$ cat config.mk
export PLATFORM = sky130hd
export DESIGN_NAME = trig_align_sync
export DESIGN_NICKNAME = d
export VERILOG_FILES = /design/src/rtl/trig_sync_pkg.sv /design/src/rtl/cptr_gen.sv /design/src/rtl/trig_capture.sv /design/src/rtl/trig_align_sync.sv
export SDC_FILE = /design/constraint.sdc
export NUM_CORES = 1
export LEC_CHECK = 0
export BUFFER_PORTS_ARGS = -buffer_cell sky130_fd_sc_hd__buf_2
export CORE_ASPECT_RATIO = 0.9
export CORE_MARGIN = 2
export CORE_UTILIZATION = 40
export CTS_BUF_LIST = sky130_fd_sc_hd__clkbuf_2
export DETAILED_ROUTE_END_ITERATION = 8
export SETUP_SLACK_MARGIN = 0.3
export SYNTH_ARGS = -nofsm -noshare
export SYNTH_HDL_FRONTEND = slang
export SYNTH_SLANG_ARGS = --single-unit
export TNS_END_PERCENT = 50
$ cat constraint.sdc
create_clock -name clk_i -period 2.2 [get_ports clk_i]
set_input_delay 0.11 -clock clk_i [delete_from_list [all_inputs] [get_ports clk_i]]
set_output_delay 0.11 -clock clk_i [all_outputs]
set_load 0.05 [all_outputs]
$ cat src/rtl/trig_sync_pkg.sv
`timescale 1ns/1ps
package trig_sync_pkg;
  typedef enum logic {
    MODE_SELF = 1'b0,
    MODE_HOST = 1'b1
  } sync_mode_e;
endpackage

$ cat src/rtl/cptr_gen.sv
`timescale 1ns/1ps
module cptr_gen
  import trig_sync_pkg::*;
#(
  parameter int CNT_W = 8
) (
  input  logic             clk_i,
  input  logic             rst_ni,
  input  sync_mode_e       mode_i,
  input  logic             ref_clk_i,
  input  logic             host_align_i,
  input  logic [CNT_W-1:0] period_i,
  output logic             cptr_o,
  output logic             aligned_o,
  output logic             phase_err_o,
  output logic             align_evt_o
);
  logic             ref_q;
  logic             ref_rise;
  logic [CNT_W-1:0] cnt_q;
  logic [CNT_W-1:0] last;
  logic             armed_q, aligned_q, phase_err_q;
  logic             self_align, host_align, rearm;

  // reference level used raw: only one flop for edge detection
  assign ref_rise   = ref_clk_i & ~ref_q;
  assign last       = (period_i == '0) ? '0 : period_i - 1'b1;
  assign self_align = (mode_i == MODE_SELF) && armed_q && ref_rise;
  assign host_align = (mode_i == MODE_HOST) && host_align_i;
  assign rearm      = (mode_i == MODE_SELF) && host_align_i;

  always_ff @(posedge clk_i or negedge rst_ni) begin
    if (!rst_ni) begin
      ref_q       <= 1'b0;
      cnt_q       <= '0;
      armed_q     <= 1'b1;
      aligned_q   <= 1'b0;
      phase_err_q <= 1'b0;
    end else begin
      ref_q <= ref_clk_i;
      if (self_align || host_align || cnt_q >= last) cnt_q <= '0;
      else                                             cnt_q <= cnt_q + 1'b1;
      if (rearm) begin
        armed_q     <= 1'b1;
        aligned_q   <= 1'b0;
        phase_err_q <= 1'b0;
      end else if (self_align || host_align) begin
        armed_q     <= 1'b0;
        aligned_q   <= 1'b1;
        phase_err_q <= 1'b0;
      end else if ((mode_i == MODE_SELF) && aligned_q && ref_rise && (cnt_q != last)) begin
        phase_err_q <= 1'b1;
      end
    end
  end

  assign cptr_o      = (cnt_q == '0);
  assign aligned_o   = aligned_q;
  assign phase_err_o = phase_err_q;
  assign align_evt_o = self_align | host_align | rearm;
endmodule

$ cat src/rtl/trig_capture.sv
`timescale 1ns/1ps
module trig_capture #(
  parameter int CNT_W       = 8,
  parameter int DROP_W      = 8,
  parameter int SYNC_STAGES = 2
) (
  input  logic              clk_i,
  input  logic              rst_ni,
  input  logic              trig_i,
  input  logic              cptr_i,
  input  logic              aligned_i,
  input  logic              align_evt_i,
  output logic              trig_o,
  output logic [CNT_W-1:0]  delay_o,
  output logic [DROP_W-1:0] drop_cnt_o
);
  logic [SYNC_STAGES-1:0] sync_q;
  logic [SYNC_STAGES:0]   chain;
  logic                   last_q, rise;
  logic                   pending_q;
  logic [CNT_W-1:0]       wait_q, wait_inc, delay_q;
  logic [DROP_W-1:0]      drop_q;
  logic                   release_now, capture_ok, drop_now;

  assign chain = {sync_q, trig_i};

  for (genvar g = 0; g < SYNC_STAGES; g++) begin : g_sync
    always_ff @(posedge clk_i or negedge rst_ni) begin
      if (!rst_ni) sync_q[g] <= 1'b0;
      else         sync_q[g] <= chain[g];
    end
  end

  always_ff @(posedge clk_i or negedge rst_ni) begin
    if (!rst_ni) last_q <= 1'b0;
    else         last_q <= sync_q[SYNC_STAGES-1];
  end

  assign rise        = sync_q[SYNC_STAGES-1] & ~last_q;
  assign release_now = pending_q & cptr_i & ~align_evt_i;
  assign capture_ok  = rise & aligned_i & ~align_evt_i;
  assign drop_now    = rise & ~capture_ok;
  assign wait_inc    = (wait_q == '1) ? wait_q : wait_q + 1'b1;

  always_ff @(posedge clk_i or negedge rst_ni) begin
    if (!rst_ni) begin
      pending_q <= 1'b0;
      wait_q    <= '0;
      delay_q   <= '0;
      drop_q    <= '0;
    end else begin
      if (align_evt_i) begin
        pending_q <= 1'b0;
        wait_q    <= '0;
      end else if (release_now) begin
        // capture in the release cycle starts a fresh wait
        pending_q <= capture_ok;
        wait_q    <= capture_ok ? CNT_W'(1) : '0;
      end else if (capture_ok && !pending_q) begin
        pending_q <= 1'b1;
        wait_q    <= CNT_W'(1);
      end else if (pending_q) begin
        wait_q    <= wait_inc;
      end
      if (release_now) delay_q <= wait_q;
      if (drop_now && drop_q != '1) drop_q <= drop_q + 1'b1;
    end
  end

  assign trig_o     = release_now;
  assign delay_o    = delay_q;
  assign drop_cnt_o = drop_q;
endmodule

$ cat src/rtl/trig_align_sync.sv
`timescale 1ns/1ps
module trig_align_sync
  import trig_sync_pkg::*;
#(
  parameter int CNT_W       = 8,
  parameter int MIN_PERIOD  = 4,
  parameter int DROP_W      = 8,
  parameter int SYNC_STAGES = 2
) (
  input  logic              clk_i,
  input  logic              rst_ni,
  input  logic              ref_clk_i,
  input  logic              host_align_i,
  input  logic              mode_host_i,
  input  logic [CNT_W-1:0]  period_i,
  input  logic              trig_i,
  output logic              cptr_o,
  output logic              aligned_o,
  output logic              trig_o,
  output logic [CNT_W-1:0]  delay_o,
  output logic              phase_err_o,
  output logic              period_err_o,
  output logic [DROP_W-1:0] drop_cnt_o
);
  localparam logic [CNT_W-1:0] MinPeriod = CNT_W'(MIN_PERIOD);

  sync_mode_e mode;
  logic       align_evt;
  logic       period_err_q;

  assign mode = sync_mode_e'(mode_host_i);

  cptr_gen #(.CNT_W(CNT_W)) u_cptr (
    .clk_i       (clk_i),
    .rst_ni      (rst_ni),
    .mode_i      (mode),
    .ref_clk_i   (ref_clk_i),
    .host_align_i(host_align_i),
    .period_i    (period_i),
    .cptr_o      (cptr_o),
    .aligned_o   (aligned_o),
    .phase_err_o (phase_err_o),
    .align_evt_o (align_evt)
  );

  trig_capture #(
    .CNT_W      (CNT_W),
    .DROP_W     (DROP_W),
    .SYNC_STAGES(SYNC_STAGES)
  ) u_cap (
    .clk_i      (clk_i),
    .rst_ni     (rst_ni),
    .trig_i     (trig_i),
    .cptr_i     (cptr_o),
    .aligned_i  (aligned_o),
    .align_evt_i(align_evt),
    .trig_o     (trig_o),
    .delay_o    (delay_o),
    .drop_cnt_o (drop_cnt_o)
  );

  always_ff @(posedge clk_i or negedge rst_ni) begin
    if (!rst_ni) period_err_q <= 1'b0;
    else         period_err_q <= (period_i < MinPeriod);
  end

  assign period_err_o = period_err_q;
endmodule

==> results.md <==
- Worst flop-to-flop path endpoint: u_cap.drop_cnt_o[1]
- RR Startpoint: u_cap.drop_cnt_o[0]
- PwrDens: between 700 and 800 nW/um^2
- CP delay by family, top: compound AO/OA/AOI/OAI gates
- DR vias: between 1500 and 2000
- Routed Antenna Nets: 0
- WL met3: approximately 190 um
- Period utilization: about 86%
- Htree depth: 2
- # diodes: 0
- Clk sinks: just over 40
- Clock Tree Root: clkbuf_2
- Max-cap violations: 0
- Most numerous cell in the Yosys netlist: dfrtp_1
- Synth Flop Type: dfrtp_1
- Post-synthesis xor/xnor area fraction: 6.94%
- M1 WL: 1930 um
- CTS clk-pin slew, worst paths: 190 ps
- TNS Setup: 0 ps
- Yosys top cell by area: dfrtp_1
- Row count: 25
- Max Freq: between 500 and 600 MHz
- Setup CP Type: register to register
- Core Region: ~5200 um^2
- Reg2Reg Setup Slack: 310 ps
- RSZ-0062 raised after global routing: true
- Routability Congestion: ~0.80
- Setup ws final: approximately 310 ps
- Fin. Hold Viols: 0
- CTS tree: done
- Syn avg cell area: ~11 um^2
- Startpoint types: register
- R2R cell count: 5
- Fillers: 505
- CP cell instances: ha_2 > and3_4 > a311o_1 > a21oi_4 > mux2_2
- Initial core utilization: a little over 40%
- Finish-stage setup viols: 0
- Min-delay src: mode_host_i
- DR vias/cell: between 5 and 6
- Worst hold-check path type: input port to register
- Required time of the critical path: between 2000 and 2500 ps
- CP Buf/Inv Count: 0
- Synth Area in Compound Gates: between 10% and 20%
- Synth top area cells: dfrtp_1 (47%), ha_1 (7.6%), mux2_2 (4.2%)
- DIE WIDTH: 81.2 um
- Ys Warns: 0
- Routed wl met2: around 1900 um
- Area growth syn-to-layout: 26.6%
- Later-pin clock latency in the skew report: ~370 ps
- Layout cell share with drive strength beyond 1: 37.5%
- Mux cell area share after synthesis: about 6.3%
- Max incr delay on CP: ~460 ps
- DRT Wirelength: 4050 um
- Initial DRC count: between 40 and 50
- Final cell count without fillers: approximately 330
- Post-synth top area share: roughly 47%
- Outcome: completed
- Post-Synth Adder-Cell Area: under 10%
- Die area: around 6000 um^2
- Slowest CP cell: dfrtp_1
- DRC: 0
- Post-Syn Instances: between 150 and 200
- WHS Endpoint: u_cptr.armed_q
- Sequential fraction of the synthesis area: between 40% and 50%
- Top layer in use: met4
- Number of nets produced by synthesis: 225
- Unique masters post-synth: 39
- CP max FO: 7
- GR Util All Layers: 14.9%
- DP HPWL: about 3000 um
- Ys async rst share: 100%
- Largest net degree at the start of global routing: 42
- Combinational family with the most area after synthesis: simple AND/OR/NAND/NOR gates
- Simple-gate share of the synthesized area: 17.9%
- EDFF count, synth: 0
- Max Buffers Root-to-Sink: 2
- Synth Register Bits: around 40
- Commonest cells post-synth: dfrtp_1 (40), nand2_1 (14), ha_1 (13)
- DP Cell Count: roughly 310
- Slew @ Worst Pin: 887 ps
- Vias in the first global route: about 1600
- Fin util: between 50 and 60%
- Post-layout min period: about 1900 ps
- GRT overflow: 0
- TritonRoute pass-1 iters: 4
- Maximum vdd drop: ~0.00047 V
- Fin. max-slew vios: 0
- Nets: between 200 and 300
- Hold path depth: 3
- CTS Buf Count: 5
- First-pass GRT wire length: around 6800 um
- LEAKAGE: 1.29 nW
- Clock Skew: 12.8 ps
- Die Ht: around 73 um
- Relative slew slack: between 40 and 50%
- Critical Path AT: 2160 ps
- Setup crit end kind: register
- Routed WL per cell: 12.4 um
- Synthesized area: around 2100 um^2
- IO buf count: 34
- I/O pin count: 35
- Initial antenna violation count: 0
- Dpl ws: -223 ps
==> state kept, by name, summed over array words and instances, names as in the netlist <==
| register | cells |
|---|---|
| period_err_o | 1 |
| u_cptr.armed_q | 1 |
| u_cptr.phase_err_o | 1 |
| u_cptr.aligned_o | 1 |
| u_cap.wait_q | 8 |
| u_cap.last_q | 1 |
| u_cap.chain | 2 |
| u_cap.drop_cnt_o | 8 |
| u_cap.pending_q | 1 |
| u_cptr.ref_q | 1 |
| u_cap.delay_o | 8 |
| u_cptr.cnt_q | 8 |
==> cell usage in the layout, fill, tap and decap left out, types with 5 or more instances in the layout <==
| master | Yosys | routed |
|---|---|---|
| dfrtp_1 | 40 | 37 |
| buf_2 | 1 | 33 |
| buf_4 | 0 | 17 |
| nand2_1 | 14 | 14 |
| xnor2_1 | 10 | 10 |
| inv_1 | 9 | 9 |
| nor2_1 | 11 | 9 |
| o21ai_0 | 10 | 9 |
| ha_1 | 13 | 9 |
| a21oi_1 | 9 | 8 |
| mux2_2 | 8 | 8 |
| xor2_1 | 7 | 7 |
| nand4_1 | 6 | 6 |
| clkbuf_2 | 0 | 6 |
| and3_1 | 6 | 5 |
| nand3_1 | 6 | 5 |
| o32ai_1 | 5 | 5 |
==> routing by layer <==
| metal | global-route usage [%] | vias to the layer above |
|---|---|---|
| met2 | 25.4 | 27 |
| met3 | 5.04 | 6 |
| met1 | 18.3 | 770 |
| met4 | 3.39 | 0 |
| met5 | 0 | - |
| li1 | - | 832 |
==> what timing repair did <==
| item | CTS | global route |
|---|---|---|
| hold buffers | 3 | 1 |
| endpoints found under the setup margin | 10 | 15 |
| pin swaps | 2 | 6 |
| endpoints found under the hold margin | 42 | 1 |
| buffers inserted | 1 | 6 |
| resized for setup | 4 | 18 |
==> metrics by stage <==
stage	instance area (um^2)	hold slack, ps	total power [mW]
3_3_place_gp	2490	223	1.65
2_1_floorplan	2170	-186	1.46
3_5_place_dp	2490	222	1.66
5_1_grt	2720	18.7	2.14
6_report	2720	37.2	2.00
4_1_cts	2570	1.32	1.98
==> layout make-up <==
class	instances	area (um^2)	area share [%]
multi-input combinational	146	1180	43.6
sequential	41	1030	38.0
timing repair buffer	55	344	12.7
tap	67	83.8	3.09
inverter	10	38.8	1.43
clock buffer	6	30.0	1.11
clock inverter	1	3.75	0.138
==> worst min-delay path, delay by kind of cell <==
family          cells  cell delay [ps]
compound gates      1               80
simple gates        1              130
buf+inv             1              110
==> where the power goes <==
group          total [mW]  switching [mW]  internal, mW
Combinational       0.754           0.486         0.268
Clock               0.292           0.218        0.0743
Sequential          0.958           0.112         0.846
Total                2.00           0.816          1.19
==> worst max-delay path by stage <==
stage	start	endpoint	slack [ps]	depth (start not counted)
6_report	u_cap.drop_cnt_o[0]	u_cap.drop_cnt_o[1]	310	5
5_1_grt	u_cap.drop_cnt_o[0]	u_cap.drop_cnt_o[1]	270	5
4_1_cts	u_cap.drop_cnt_o[0]	u_cap.drop_cnt_o[1]	260	5
3_5_place_dp	period_i[4]	u_cptr.cnt_q[2]	-220	11
3_3_place_gp	period_i[4]	u_cptr.cnt_q[4]	-170	11
2_1_floorplan	period_i[4]	u_cptr.cnt_q[2]	50	11
==> kinds of logic after synthesis <==
logic type / Yosys count
buffers and inverters: 11
flip-flops: 41
adder cells (fa/ha/maj): 13
multiplexers: 12
AND/OR/NAND/NOR: 69
AO/OA/AOI/OAI: 35
XOR/XNOR: 17
(Power assumes the default switching activity.)
